### src/rtl/bitfix_pkg.sv
package bitfix_pkg;

  // Strobes from the sequencer to the datapath and buffer port
  typedef struct packed {
    logic capture;  // latch words, count; clear index and tally
    logic advance;  // move to next position index
    logic bump;     // one more bit flipped
    logic rdEn;     // buffer read of current byte
    logic wrEn;     // buffer write of modified byte
  } fixStrobe_t;

  typedef enum logic [2:0] {
    S_IDLE,
    S_EVAL,
    S_STEP,
    S_FLIP,
    S_FIN
  } fixState_t;

endpackage

### src/rtl/bitfix_datapath.sv
module bitfix_datapath
  import bitfix_pkg::*;
#(
  parameter int POS_W        = 13,
  parameter int MAX_FIX      = 8,
  parameter int SECTOR_BYTES = 512,
  parameter int CNT_W        = 4,
  parameter int WORD_W       = 32,
  localparam int FIELD_W     = POS_W * MAX_FIX,
  localparam int ADDR_W      = $clog2(SECTOR_BYTES),
  localparam int IDX_W       = $clog2(MAX_FIX),
  localparam int SECTOR_BITS = SECTOR_BYTES * 8
) (
  input  logic               clk,
  input  logic               rst_n,
  input  fixStrobe_t         strobe,
  input  logic [FIELD_W-1:0] fieldIn,
  input  logic [CNT_W-1:0]   countIn,
  input  logic [7:0]         rdData,
  output logic               zeroCount,
  output logic               overCount,
  output logic               curInRange,
  output logic               lastIdx,
  output logic [ADDR_W-1:0]  addr,
  output logic [7:0]         wrData,
  output logic [CNT_W-1:0]   fixCount
);

  logic [FIELD_W-1:0] fieldQ;
  logic [CNT_W-1:0]   countQ;
  logic [IDX_W-1:0]   idxQ;
  logic [CNT_W-1:0]   fixQ;
  logic [POS_W-1:0]   posArr [MAX_FIX];
  logic [POS_W-1:0]   curPos;
  logic [2:0]         bitSel;

  always_ff @(posedge clk) begin
    if (!rst_n) begin
      fieldQ <= '0;
      countQ <= '0;
      idxQ   <= '0;
      fixQ   <= '0;
    end else if (strobe.capture) begin
      fieldQ <= fieldIn;
      countQ <= countIn;
      idxQ   <= '0;
      fixQ   <= '0;
    end else begin
      if (strobe.advance) idxQ <= idxQ + IDX_W'(1);
      if (strobe.bump)    fixQ <= fixQ + CNT_W'(1);
    end
  end

  // Slice each position out of the packed field and undo the two-bit inversion
  for (genvar i = 0; i < MAX_FIX; i++) begin : g_unpack
    assign posArr[i] = fieldQ[i*POS_W +: POS_W] ^ POS_W'(3);
  end

  assign curPos     = posArr[idxQ];
  assign curInRange = {1'b0, curPos} < (POS_W+1)'(SECTOR_BITS);
  assign addr       = curPos[3 +: ADDR_W];
  assign bitSel     = curPos[2:0];
  assign wrData     = rdData ^ (8'b1 << bitSel);

  assign zeroCount  = (countQ == '0);
  assign overCount  = (countQ > CNT_W'(MAX_FIX));
  assign lastIdx    = ((CNT_W'(idxQ) + CNT_W'(1)) == countQ);
  assign fixCount   = fixQ;

endmodule

### src/rtl/bitfix_control.sv
module bitfix_control
  import bitfix_pkg::*;
(
  input  logic       clk,
  input  logic       rst_n,
  input  logic       start,
  input  logic       zeroCount,
  input  logic       overCount,
  input  logic       curInRange,
  input  logic       lastIdx,
  output fixStrobe_t strobe,
  output logic       busy,
  output logic       done
);

  fixState_t stateQ, stateD;

  always_ff @(posedge clk) begin
    if (!rst_n) stateQ <= S_IDLE;
    else        stateQ <= stateD;
  end

  always_comb begin
    stateD = stateQ;
    strobe = '0;
    unique case (stateQ)
      S_IDLE: begin
        if (start) begin
          strobe.capture = 1'b1;
          stateD         = S_EVAL;
        end
      end
      S_EVAL: begin
        if (zeroCount || overCount) stateD = S_FIN;
        else                        stateD = S_STEP;
      end
      S_STEP: begin
        if (curInRange) begin
          strobe.rdEn = 1'b1;
          stateD      = S_FLIP;
        end else begin
          strobe.advance = 1'b1;
          stateD         = lastIdx ? S_FIN : S_STEP;
        end
      end
      S_FLIP: begin
        strobe.wrEn    = 1'b1;
        strobe.bump    = 1'b1;
        strobe.advance = 1'b1;
        stateD         = lastIdx ? S_FIN : S_STEP;
      end
      S_FIN:   stateD = S_IDLE;
      default: stateD = S_IDLE;
    endcase
  end

  assign busy = (stateQ != S_IDLE);
  assign done = (stateQ == S_FIN);

endmodule

### src/rtl/bitfix_top.sv
module bitfix_top
  import bitfix_pkg::*;
#(
  parameter int POS_W        = 13,
  parameter int MAX_FIX      = 8,
  parameter int SECTOR_BYTES = 512,
  parameter int CNT_W        = 4,
  parameter int CNT_LSB      = 10,
  parameter int TOP_LSB      = 16,
  localparam int ADDR_W      = $clog2(SECTOR_BYTES),
  localparam int FIELD_W     = POS_W * MAX_FIX,
  localparam int TOP_W       = FIELD_W - 96
) (
  input  logic              clk,
  input  logic              rst_n,
  input  logic              start,
  input  logic [31:0]       errWord0,
  input  logic [31:0]       errWord1,
  input  logic [31:0]       errWord2,
  input  logic [31:0]       statusWord,
  output logic              busy,
  output logic              done,
  output logic              tooMany,
  output logic [CNT_W-1:0]  fixCount,
  output logic [ADDR_W-1:0] bufAddr,
  output logic              bufRdEn,
  input  logic [7:0]        bufRdData,
  output logic              bufWrEn,
  output logic [7:0]        bufWrData
);

  fixStrobe_t         strobe;
  logic               zeroCount, overCount, curInRange, lastIdx;
  logic [FIELD_W-1:0] fieldIn;
  logic [CNT_W-1:0]   countIn;
  logic               unusedStatus;

  assign fieldIn = {statusWord[TOP_LSB +: TOP_W], errWord2, errWord1, errWord0};
  assign countIn = statusWord[CNT_LSB +: CNT_W];
  assign unusedStatus = ^{statusWord[31:TOP_LSB+TOP_W], statusWord[TOP_LSB-1:CNT_LSB+CNT_W],
                          statusWord[CNT_LSB-1:0]};

  bitfix_control i_control (
    .clk        (clk),
    .rst_n      (rst_n),
    .start      (start),
    .zeroCount  (zeroCount),
    .overCount  (overCount),
    .curInRange (curInRange),
    .lastIdx    (lastIdx),
    .strobe     (strobe),
    .busy       (busy),
    .done       (done)
  );

  bitfix_datapath #(
    .POS_W        (POS_W),
    .MAX_FIX      (MAX_FIX),
    .SECTOR_BYTES (SECTOR_BYTES),
    .CNT_W        (CNT_W)
  ) i_datapath (
    .clk        (clk),
    .rst_n      (rst_n),
    .strobe     (strobe),
    .fieldIn    (fieldIn),
    .countIn    (countIn),
    .rdData     (bufRdData),
    .zeroCount  (zeroCount),
    .overCount  (overCount),
    .curInRange (curInRange),
    .lastIdx    (lastIdx),
    .addr       (bufAddr),
    .wrData     (bufWrData),
    .fixCount   (fixCount)
  );

  assign bufRdEn = strobe.rdEn;
  assign bufWrEn = strobe.wrEn;
  assign tooMany = done && overCount;

endmodule

### config.mk
export PLATFORM = sky130hd
export DESIGN_NAME = bitfix_top
export DESIGN_NICKNAME = d
export VERILOG_FILES = /design/src/rtl/bitfix_pkg.sv /design/src/rtl/bitfix_datapath.sv /design/src/rtl/bitfix_control.sv /design/src/rtl/bitfix_top.sv
export SDC_FILE = /design/constraint.sdc
export NUM_CORES = 1
export LEC_CHECK = 0
export BUFFER_PORTS_ARGS = -buffer_cell sky130_fd_sc_hd__buf_2
export CORE_ASPECT_RATIO = 1.25
export CORE_MARGIN = 5
export CORE_UTILIZATION = 52
export DETAILED_ROUTE_END_ITERATION = 10
export PLACE_DENSITY = 0.8
export SETUP_SLACK_MARGIN = 0.5
export SKIP_CTS_REPAIR_TIMING = 1
export SYNTH_ARGS = -nofsm -noshare
export SYNTH_HDL_FRONTEND = slang
export SYNTH_HIERARCHICAL = 1
export SYNTH_SLANG_ARGS = --single-unit
### constraint.sdc
create_clock -name clk -period 2.8 [get_ports clk]
set_input_delay 0.56 -clock clk [delete_from_list [all_inputs] [get_ports clk]]
set_output_delay 0.56 -clock clk [all_outputs]
set_load 0.02 [all_outputs]
==> results of run 1 <==
## stage by stage
step	cell area [um2]	hold WS, ns	power, mW
after floorplan	5614	0.4736	2.420
after CTS	7002	0.4026	4.659
after global routing	7381	0.4071	4.865
final	7381	0.4098	4.684
after global placement	6451	0.4901	2.609
after detailed placement	6451	0.4998	2.637
## layout make-up
| cell class | count | area [um2] |
|---|---|---|
| antenna | 2 | 5.005 |
| sequential | 118 | 2367 |
| fill | 784 | 3129 |
| clock buffer | 25 | 505.5 |
| multi-input combinational | 326 | 3133 |
| clock inverter | 4 | 45.04 |
| tap | 132 | 165.2 |
| inverter | 2 | 7.507 |
| timing repair buffer | 174 | 1152 |
## worst max-delay path: stages, from the launching register on
cell,delay [ns]
sky130_fd_sc_hd__dfxtp_4,0.42
sky130_fd_sc_hd__buf_8,0.13
sky130_fd_sc_hd__mux4_2,0.55
sky130_fd_sc_hd__mux2i_4,0.23
sky130_fd_sc_hd__nor3b_4,0.27
sky130_fd_sc_hd__xor2_2,0.21
sky130_fd_sc_hd__buf_6,0.15
## synth_stat cells (2+ instances only)
cell	number	area (um2)
sky130_fd_sc_hd__a21oi_1	4	20.02
sky130_fd_sc_hd__and2_1	2	12.51
sky130_fd_sc_hd__buf_1	3	11.26
sky130_fd_sc_hd__buf_2	12	60.06
sky130_fd_sc_hd__clkbuf_1	16	60.06
sky130_fd_sc_hd__dfxtp_1	118	2362
sky130_fd_sc_hd__ha_1	2	25.02
sky130_fd_sc_hd__inv_1	2	7.510
sky130_fd_sc_hd__mux2_2	9	101.4
sky130_fd_sc_hd__mux2i_1	112	1121
sky130_fd_sc_hd__mux2i_4	2	45.04
sky130_fd_sc_hd__mux4_2	25	563.0
sky130_fd_sc_hd__nand2_1	3	11.26
sky130_fd_sc_hd__nand2b_1	2	12.51
sky130_fd_sc_hd__nand3_1	4	20.02
sky130_fd_sc_hd__nand4_1	2	12.51
sky130_fd_sc_hd__nor2_1	11	41.29
sky130_fd_sc_hd__nor2b_1	113	706.9
sky130_fd_sc_hd__nor3_1	2	10.01
sky130_fd_sc_hd__nor3b_2	4	50.05
sky130_fd_sc_hd__xnor2_1	6	52.55
sky130_fd_sc_hd__xor2_1	10	87.58
## report_power, final
part | internal, mW | switching [mW]
Combinational | 0.418 | 0.356
Sequential | 1.81 | 0.0750
Clock | 1.32 | 0.704
## logic make-up after synthesis
kind of cell             count (synthesis)
flip-flops                             118
multiplexers                           150
AO/OA/AOI/OAI                            8
AND/OR/NAND/NOR                        150
buffers and inverters                   35
XOR/XNOR                                16
adder cells (fa/ha/maj)                  2
## sequential cells by signal, indices dropped and copies added (netlist names)
register             flops
i_datapath/countQ        4
i_control/stateQ         3
i_datapath/fieldQ      104
i_datapath/fixCount      4
i_datapath/idxQ          3
## final timing paths
check	from	end	slack, ns	cells after the start
worst min register to register	i_datapath/fieldQ[80]	i_datapath/fieldQ[80]	0.51	2
worst max-delay path	i_datapath/idxQ[0]	bufWrData[5]	-0.12	6
worst max register to register	i_datapath/idxQ[0]	i_datapath/idxQ[0]	0.56	9
worst min-delay path	errWord0[3]	i_datapath/fieldQ[3]	0.41	3
## metal layers
metal / track usage (%) / vias to the layer above / routed length, um / share of wire, %
met3: 5.125 / 14 / 790 / 5.9
li1: - / 1988 / - / -
met2: 33.64 / 123 / 7071 / 52
met4: 9.189 / 0 / 272 / 2.0
met1: 24.33 / 1918 / 5360 / 40
met5: 0 / - / 0 / 0
==> flow_summary.toml, run 1 <==
[outcome]
run_status = "finished, violations left"
failed_checks = "setup timing"

[die]
placeable_core_region_um2 = 10510
die_w_um = 102.4
floorplan.die_area_um2 = 12840
chip_height_um = 125.4
rows = 42
io-pin-count = 165
initial_core_util_pct = 52.75

[critical_path]
timing.critical_path.from_type = "register"
crit_type = "reg2out"
required_ns = 2.24
cp_max_fo = 6
cp-end-kind = "output port"
worst-endpoint-arrival_ns = 2.36

[global_route]
grt_max_degree = 64
first_global_vias = 4150
grt_first_pass_wirelength_um = 20150
globalRoute.totalOverflow = 0
grt_usage_pct = 20.25
grt_antenna_before_repair = 2

[sta]
report.final.setup_viol = 12
final_critical_path_setup_slack_ns = -0.1177
final.setup_skew_ns = 0.01188
hold_viol = 0
timing.final.crit_period_ns = 2.918
slew_violations = 0
max_slew_margin_pct = 50.08
rsz_0062_raised_after_global_routing = "yes"
achievable-frequency_mhz = 342.7
timing_worst_slew_pin_value_ns = 0.7488
layout_worst_path_cycle_share_pct = 104.2
setup-tns-final_ns = -0.8232

[yosys]
synthAdderAreaFrac_pct = 0.4514
synthesis.area_um2 = 5544
ys_seq_area_share_pct = 42.61
synth_top_flop_cell = "sky130_fd_sc_hd__dfxtp_1"
synth_compound_area_share_pct = 0.9027
synth-async-reset-ratio_pct = 0
netlist-cell-type-count = 37
yosys_warnings = 6
synth-edff-count = 0
synth_top_family_by_area = "multiplexers"
muxShareOfSynthArea_pct = 33.76
syn_inst = 479
postSynthRegisterBits = 118
mean_instance_size_in_the_synthesized_netlist_um2 = 11.57
post_synth_xor_area_fraction_pct = 2.528
synthesis.nets = 620
area_fraction_in_and_or_nand_and_nor_cells_after_synthesis_pct = 16.90

[clock_network]
numCtsBuffers = 17
h-tree-depth = 4
clkTransAtPathRegs_ns = 0.05
clock_net_sink_count = 118
clock_latency_ns = 0.41
tritoncts = "built"
clk_root_buffer_cell = "sky130_fd_sc_hd__clkbuf_16"
clock_path_buffers = 2

[finish]
final_common_cell = "sky130_fd_sc_hd__buf_2"
layout_common_cells = "129 x sky130_fd_sc_hd__buf_2, 116 x sky130_fd_sc_hd__dfxtp_1, 112 x sky130_fd_sc_hd__nor2b_1, 111 x sky130_fd_sc_hd__mux2i_1, 26 x sky130_fd_sc_hd__mux4_2"
finish.net_count = 780
post_route_cells_drive_above_1_share_pct = 39.60
postLayoutCoreUtil_pct = 70.23
stdcell_count = 783
flow.area_growth_from_synthesis_pct = 33.13

[placed_design]
place_inst = 731
io_buffer_count = 144
dp_hpwl_um = 9099
dpl_worst_slack_ns = 0.1839
final_wtd_congestion = 0.7865

[pwr]
p_leak_nw = 3.149
vdd.ir_drop.worst_mv = 0.5559
power_per_cell_area_nw_per_um2 = 634.7

[drt]
via_per_instance_ratio = 5.163
drtAntennaViolNets = 0
pre_antenna_drt_iters = 4
drcViolationCount = 0
drt_first_iter_violations = 153
drt-total-wl_um = 13490
num_vias = 4043
wl_per_cell_um = 17.23

[job]
max_cap_viol_count = 0

[hold_path]
worst_hold_path_type = "in2reg"
Power figures use the tool's default switching activity.
==> run 2, diff against run 1 <==
--- a/config.mk
+++ b/config.mk
@@ -5,12 +5,14 @@
 export SDC_FILE = /design/constraint.sdc
 export NUM_CORES = 1
 export LEC_CHECK = 0
+export ABC_AREA = 1
 export BUFFER_PORTS_ARGS = -buffer_cell sky130_fd_sc_hd__buf_2
 export CORE_ASPECT_RATIO = 1.25
 export CORE_MARGIN = 5
-export CORE_UTILIZATION = 52
+export CORE_UTILIZATION = 54
+export CTS_BUF_LIST = sky130_fd_sc_hd__clkbuf_4 sky130_fd_sc_hd__clkbuf_8
 export DETAILED_ROUTE_END_ITERATION = 10
-export PLACE_DENSITY = 0.8
+export PLACE_DENSITY = 0.83
 export SETUP_SLACK_MARGIN = 0.5
 export SKIP_CTS_REPAIR_TIMING = 1
 export SYNTH_ARGS = -nofsm -noshare
==> run 2 against run 1 <==
The flow now finishes without violations. Via count is 41% higher. Worst hold slack got worse by 0.048 ns. Combinational power grew to 2.6 times the previous value. Synthesized cell count up 69%. Fmax is 19% higher. Global-route usage is 3.3 points higher. Wire length increased by 11%. Die area decreased by 3.3%. Cell count rose by 38%. Critical path type unchanged. Critical endpoint is now bufRdEn. Largest power group is now sequential cells.
==> flow_summary.toml, run 2 <==
[global_route]
grt_usage_pct = 23.58
first_global_vias = 4989
groute.layer.met1.usage_pct = 30.69
grt_antenna_before_repair = 0
globalRoute.totalOverflow = 0
globalRouteMet2Util_pct = 37.44
grt_first_pass_wirelength_um = 23260
global_routing_s_busiest_layer = "met2"
grt_max_degree = 112
globalRouteMet3Util_pct = 5.869

[sta]
layout_worst_path_cycle_share_pct = 87.44
achievable-frequency_mhz = 408.5
hold_viol = 0
max_slew_margin_pct = 52.53
fin_worst_hold_slack_ns = 0.3615
report.final.setup_viol = 0
final.setup_skew_ns = 0.006335
timing_worst_slew_pin_value_ns = 0.7121
setup-tns-final_ns = 0
final_critical_path_setup_slack_ns = 0.3518
timing.final.crit_period_ns = 2.448
slew_violations = 0
rsz_0062_raised_after_global_routing = "yes"

[die]
initial_core_util_pct = 54.92
floorplan.die_area_um2 = 12420
die_w_um = 100.7
io-pin-count = 165
rows = 41
chip_height_um = 123.4
placeable_core_region_um2 = 10110

[finish]
flow.area_growth_from_synthesis_pct = 25.43
finish.net_count = 1080
largest_register_ffs = 104
final_common_cell = "sky130_fd_sc_hd__nor2_1"
fillCellCount = 909
post_route_cells_drive_above_1_share_pct = 25.97
registers.top_by_ff_count = "i_datapath/fieldQ"
layout_common_cells = "239 x sky130_fd_sc_hd__nor2_1, 140 x sky130_fd_sc_hd__o21ai_0, 134 x sky130_fd_sc_hd__buf_2, 116 x sky130_fd_sc_hd__dfxtp_1, 63 x sky130_fd_sc_hd__nand2_1"
diodes_inserted = 0

[pwr]
report.power.total_mw = 5.800
power_per_cell_area_nw_per_um2 = 833.1
sequential_fraction_of_design_power_pct = 39.8
p_comb_share_pct = 35.0
p_sw_mw = 2.139
sw_share_pct = 36.88
vdd.ir_drop.worst_mv = 0.5175
p_clk_share_pct = 25.1
p_leak_nw = 3.310
internal-power_mw = 3.661

[yosys]
post-synth-top-area-cell = "sky130_fd_sc_hd__dfxtp_1"
syn_inst = 809
yosys_warnings = 6
synth_compound_area_share_pct = 18.82
mean_instance_size_in_the_synthesized_netlist_um2 = 6.861
synthesis.area_um2 = 5550
synthAdderAreaFrac_pct = 0.4509
synth_top_family_by_area = "simple AND/OR/NAND/NOR gates"
post_synth_main_area_contributors = "sky130_fd_sc_hd__dfxtp_1 43%, sky130_fd_sc_hd__nor2_1 16%, sky130_fd_sc_hd__o21ai_0 13%"
post_synth_xor_area_fraction_pct = 0.6312
netlist-cell-type-count = 33
synth_top_area_share_pct = 42.56
synth-edff-count = 0
muxShareOfSynthArea_pct = 0
ys_seq_area_share_pct = 42.56
synthesis.nets = 950
postSynthRegisterBits = 118
synth_top_flop_cell = "sky130_fd_sc_hd__dfxtp_1"
post-synth-top-count-cell = "sky130_fd_sc_hd__nor2_1"
area_fraction_in_and_or_nand_and_nor_cells_after_synthesis_pct = 28.79
ys_top_cells_by_count = "243 x sky130_fd_sc_hd__nor2_1, 145 x sky130_fd_sc_hd__o21ai_0, 118 x sky130_fd_sc_hd__dfxtp_1, 65 x sky130_fd_sc_hd__nand2_1, 49 x sky130_fd_sc_hd__inv_1"
synth-async-reset-ratio_pct = 0

[critical_path]
cp.buffers_inverters = 4
cp-endpoint = "bufRdEn"
critPathSlowestCell = "sky130_fd_sc_hd__dfxtp_4"
critical_path.reg2reg.endpoint = "i_datapath/idxQ[2]"
required_ns = 2.24
cp_max_fo = 8
cp-end-kind = "output port"
crit_type = "reg2out"
critPathLaunch = "i_datapath/idxQ[0]"
r2r-start = "i_control/stateQ[1]"
worstPathCellList = "buf_12 -> nand2_1 -> nand3_2 -> a32oi_2 -> inv_1 -> nor2_2 -> nand2_2 -> inv_2 -> buf_6"
worst-endpoint-arrival_ns = 1.89
ff2ff_setup_slack_ns = 0.68
worst-r2r-cell-count = 9
crit_cells = 9
cell_family_contributing_the_most_delay_on_the_critical_path = "simple AND/OR/NAND/NOR gates"
timing.critical_path.from_type = "register"
critical-path-max-stage-delay_ns = 0.40

[hold_path]
worst_hold_path_type = "in2reg"

[clock_network]
clock_path_buffers = 2
tritoncts = "built"
h-tree-depth = 4
clock_latency_ns = 0.42
numCtsBuffers = 17
clkTransAtPathRegs_ns = 0.06
clock_net_sink_count = 118
clk_root_buffer_cell = "sky130_fd_sc_hd__clkbuf_8"

[placed_design]
dpl_worst_slack_ns = 0.4967
final_wtd_congestion = 0.8443
io_buffer_count = 144
dp_hpwl_um = 9953

[job]
max_cap_viol_count = 0

[drt]
drt-total-wl_um = 14960
via_per_instance_ratio = 5.268
drt_first_iter_violations = 436
wl_per_cell_um = 13.85
num_vias = 5689
pre_antenna_drt_iters = 7
drtAntennaViolNets = 0
drcViolationCount = 0

[outcome]
run_status = "finished, final reports clean"
-- run 2: cell count changes after synthesis, sizes merged, moves of 30 or more --
cell,delta
nand2,+74
nor2b,-113
mux2i,-114
a21oi,+30
o21ai,+148
inv,+51
nand3,+37
nor2,+236
-- run 2: cell type report --
cell class                 count  area [um2]  area share [%]
clock buffer                  27       327.8           4.709
tap                          129       161.4           2.318
timing repair buffer         164        1020           14.65
timing repair inverter         2       25.02          0.3595
inverter                      53       220.2           3.163
clock inverter                 4       45.04          0.6470
multi-input combinational    583        2793           40.12
sequential                   118        2370           34.04
-- run 2: how the worst min path moves through the flow --
stage | start | endpoint | slack (ns) | cells past startpoint
CTS | errWord2[4] | i_datapath/fieldQ[68] | 0.34 | 3
finish | errWord1[15] | i_datapath/fieldQ[47] | 0.36 | 3
detailed placement | i_datapath/fieldQ[40] | i_datapath/fieldQ[40] | 0.45 | 2
global placement | i_datapath/fixCount[3] | i_datapath/fixCount[3] | 0.43 | 1
floorplan | i_datapath/fieldQ[40] | i_datapath/fieldQ[40] | 0.43 | 2
global route | errWord1[29] | i_datapath/fieldQ[61] | 0.33 | 3
-- run 2: stage by stage --
step | util, % | cells | cell area, um2
6_report | 68.89 | 1080 | 6962
5_1_grt | 68.89 | 1080 | 6962
2_1_floorplan | - | 809 | 5550
3_3_place_gp | 62.18 | 1040 | 6284
3_5_place_dp | 62.18 | 1040 | 6284
4_1_cts | 65.87 | 1071 | 6656
-- run 2: kinds of logic (layout without fill, tap and decap cells) --
kind of cell / count (synthesis) / in the layout
and+or+nand+nor: 374 / 374
AOI/OAI and AO/OA: 203 / 203
DFF: 118 / 118
buffers and inverters: 108 / 250
xor gates and xnor gates: 4 / 4
adders and majority gates: 2 / 2
-- run 2: layer usage --
layer / routed length [um] / vias to the layer above
li1: - / 2879
met1: 6372 / 2582
met2: 7124 / 201
met3: 1053 / 27
met4: 404 / 0
met5: 0 / -
-- run 2: worst reg2reg max path, stage by stage (launching register included) --
cell                      delay, ns
sky130_fd_sc_hd__dfxtp_1       0.33
sky130_fd_sc_hd__nor2_1        0.24
sky130_fd_sc_hd__nand2_1       0.18
sky130_fd_sc_hd__nor2_4        0.13
sky130_fd_sc_hd__buf_4         0.56
sky130_fd_sc_hd__nor2_1        0.29
sky130_fd_sc_hd__inv_1         0.14
sky130_fd_sc_hd__a21oi_1       0.05
sky130_fd_sc_hd__o21ai_0       0.07
sky130_fd_sc_hd__inv_1         0.05
-- run 2: power groups by stage --
| stage | registers, mW | logic (mW) | clock network (mW) |
|---|---|---|---|
| after floorplan | 2.27 | 1.43 | 0 |
| after global placement | 2.32 | 1.87 | 0 |
| after detailed placement | 2.32 | 1.90 | 0 |
| after CTS | 2.29 | 1.91 | 1.47 |
| after global routing | 2.36 | 2.28 | 1.56 |
| final | 2.31 | 2.03 | 1.46 |
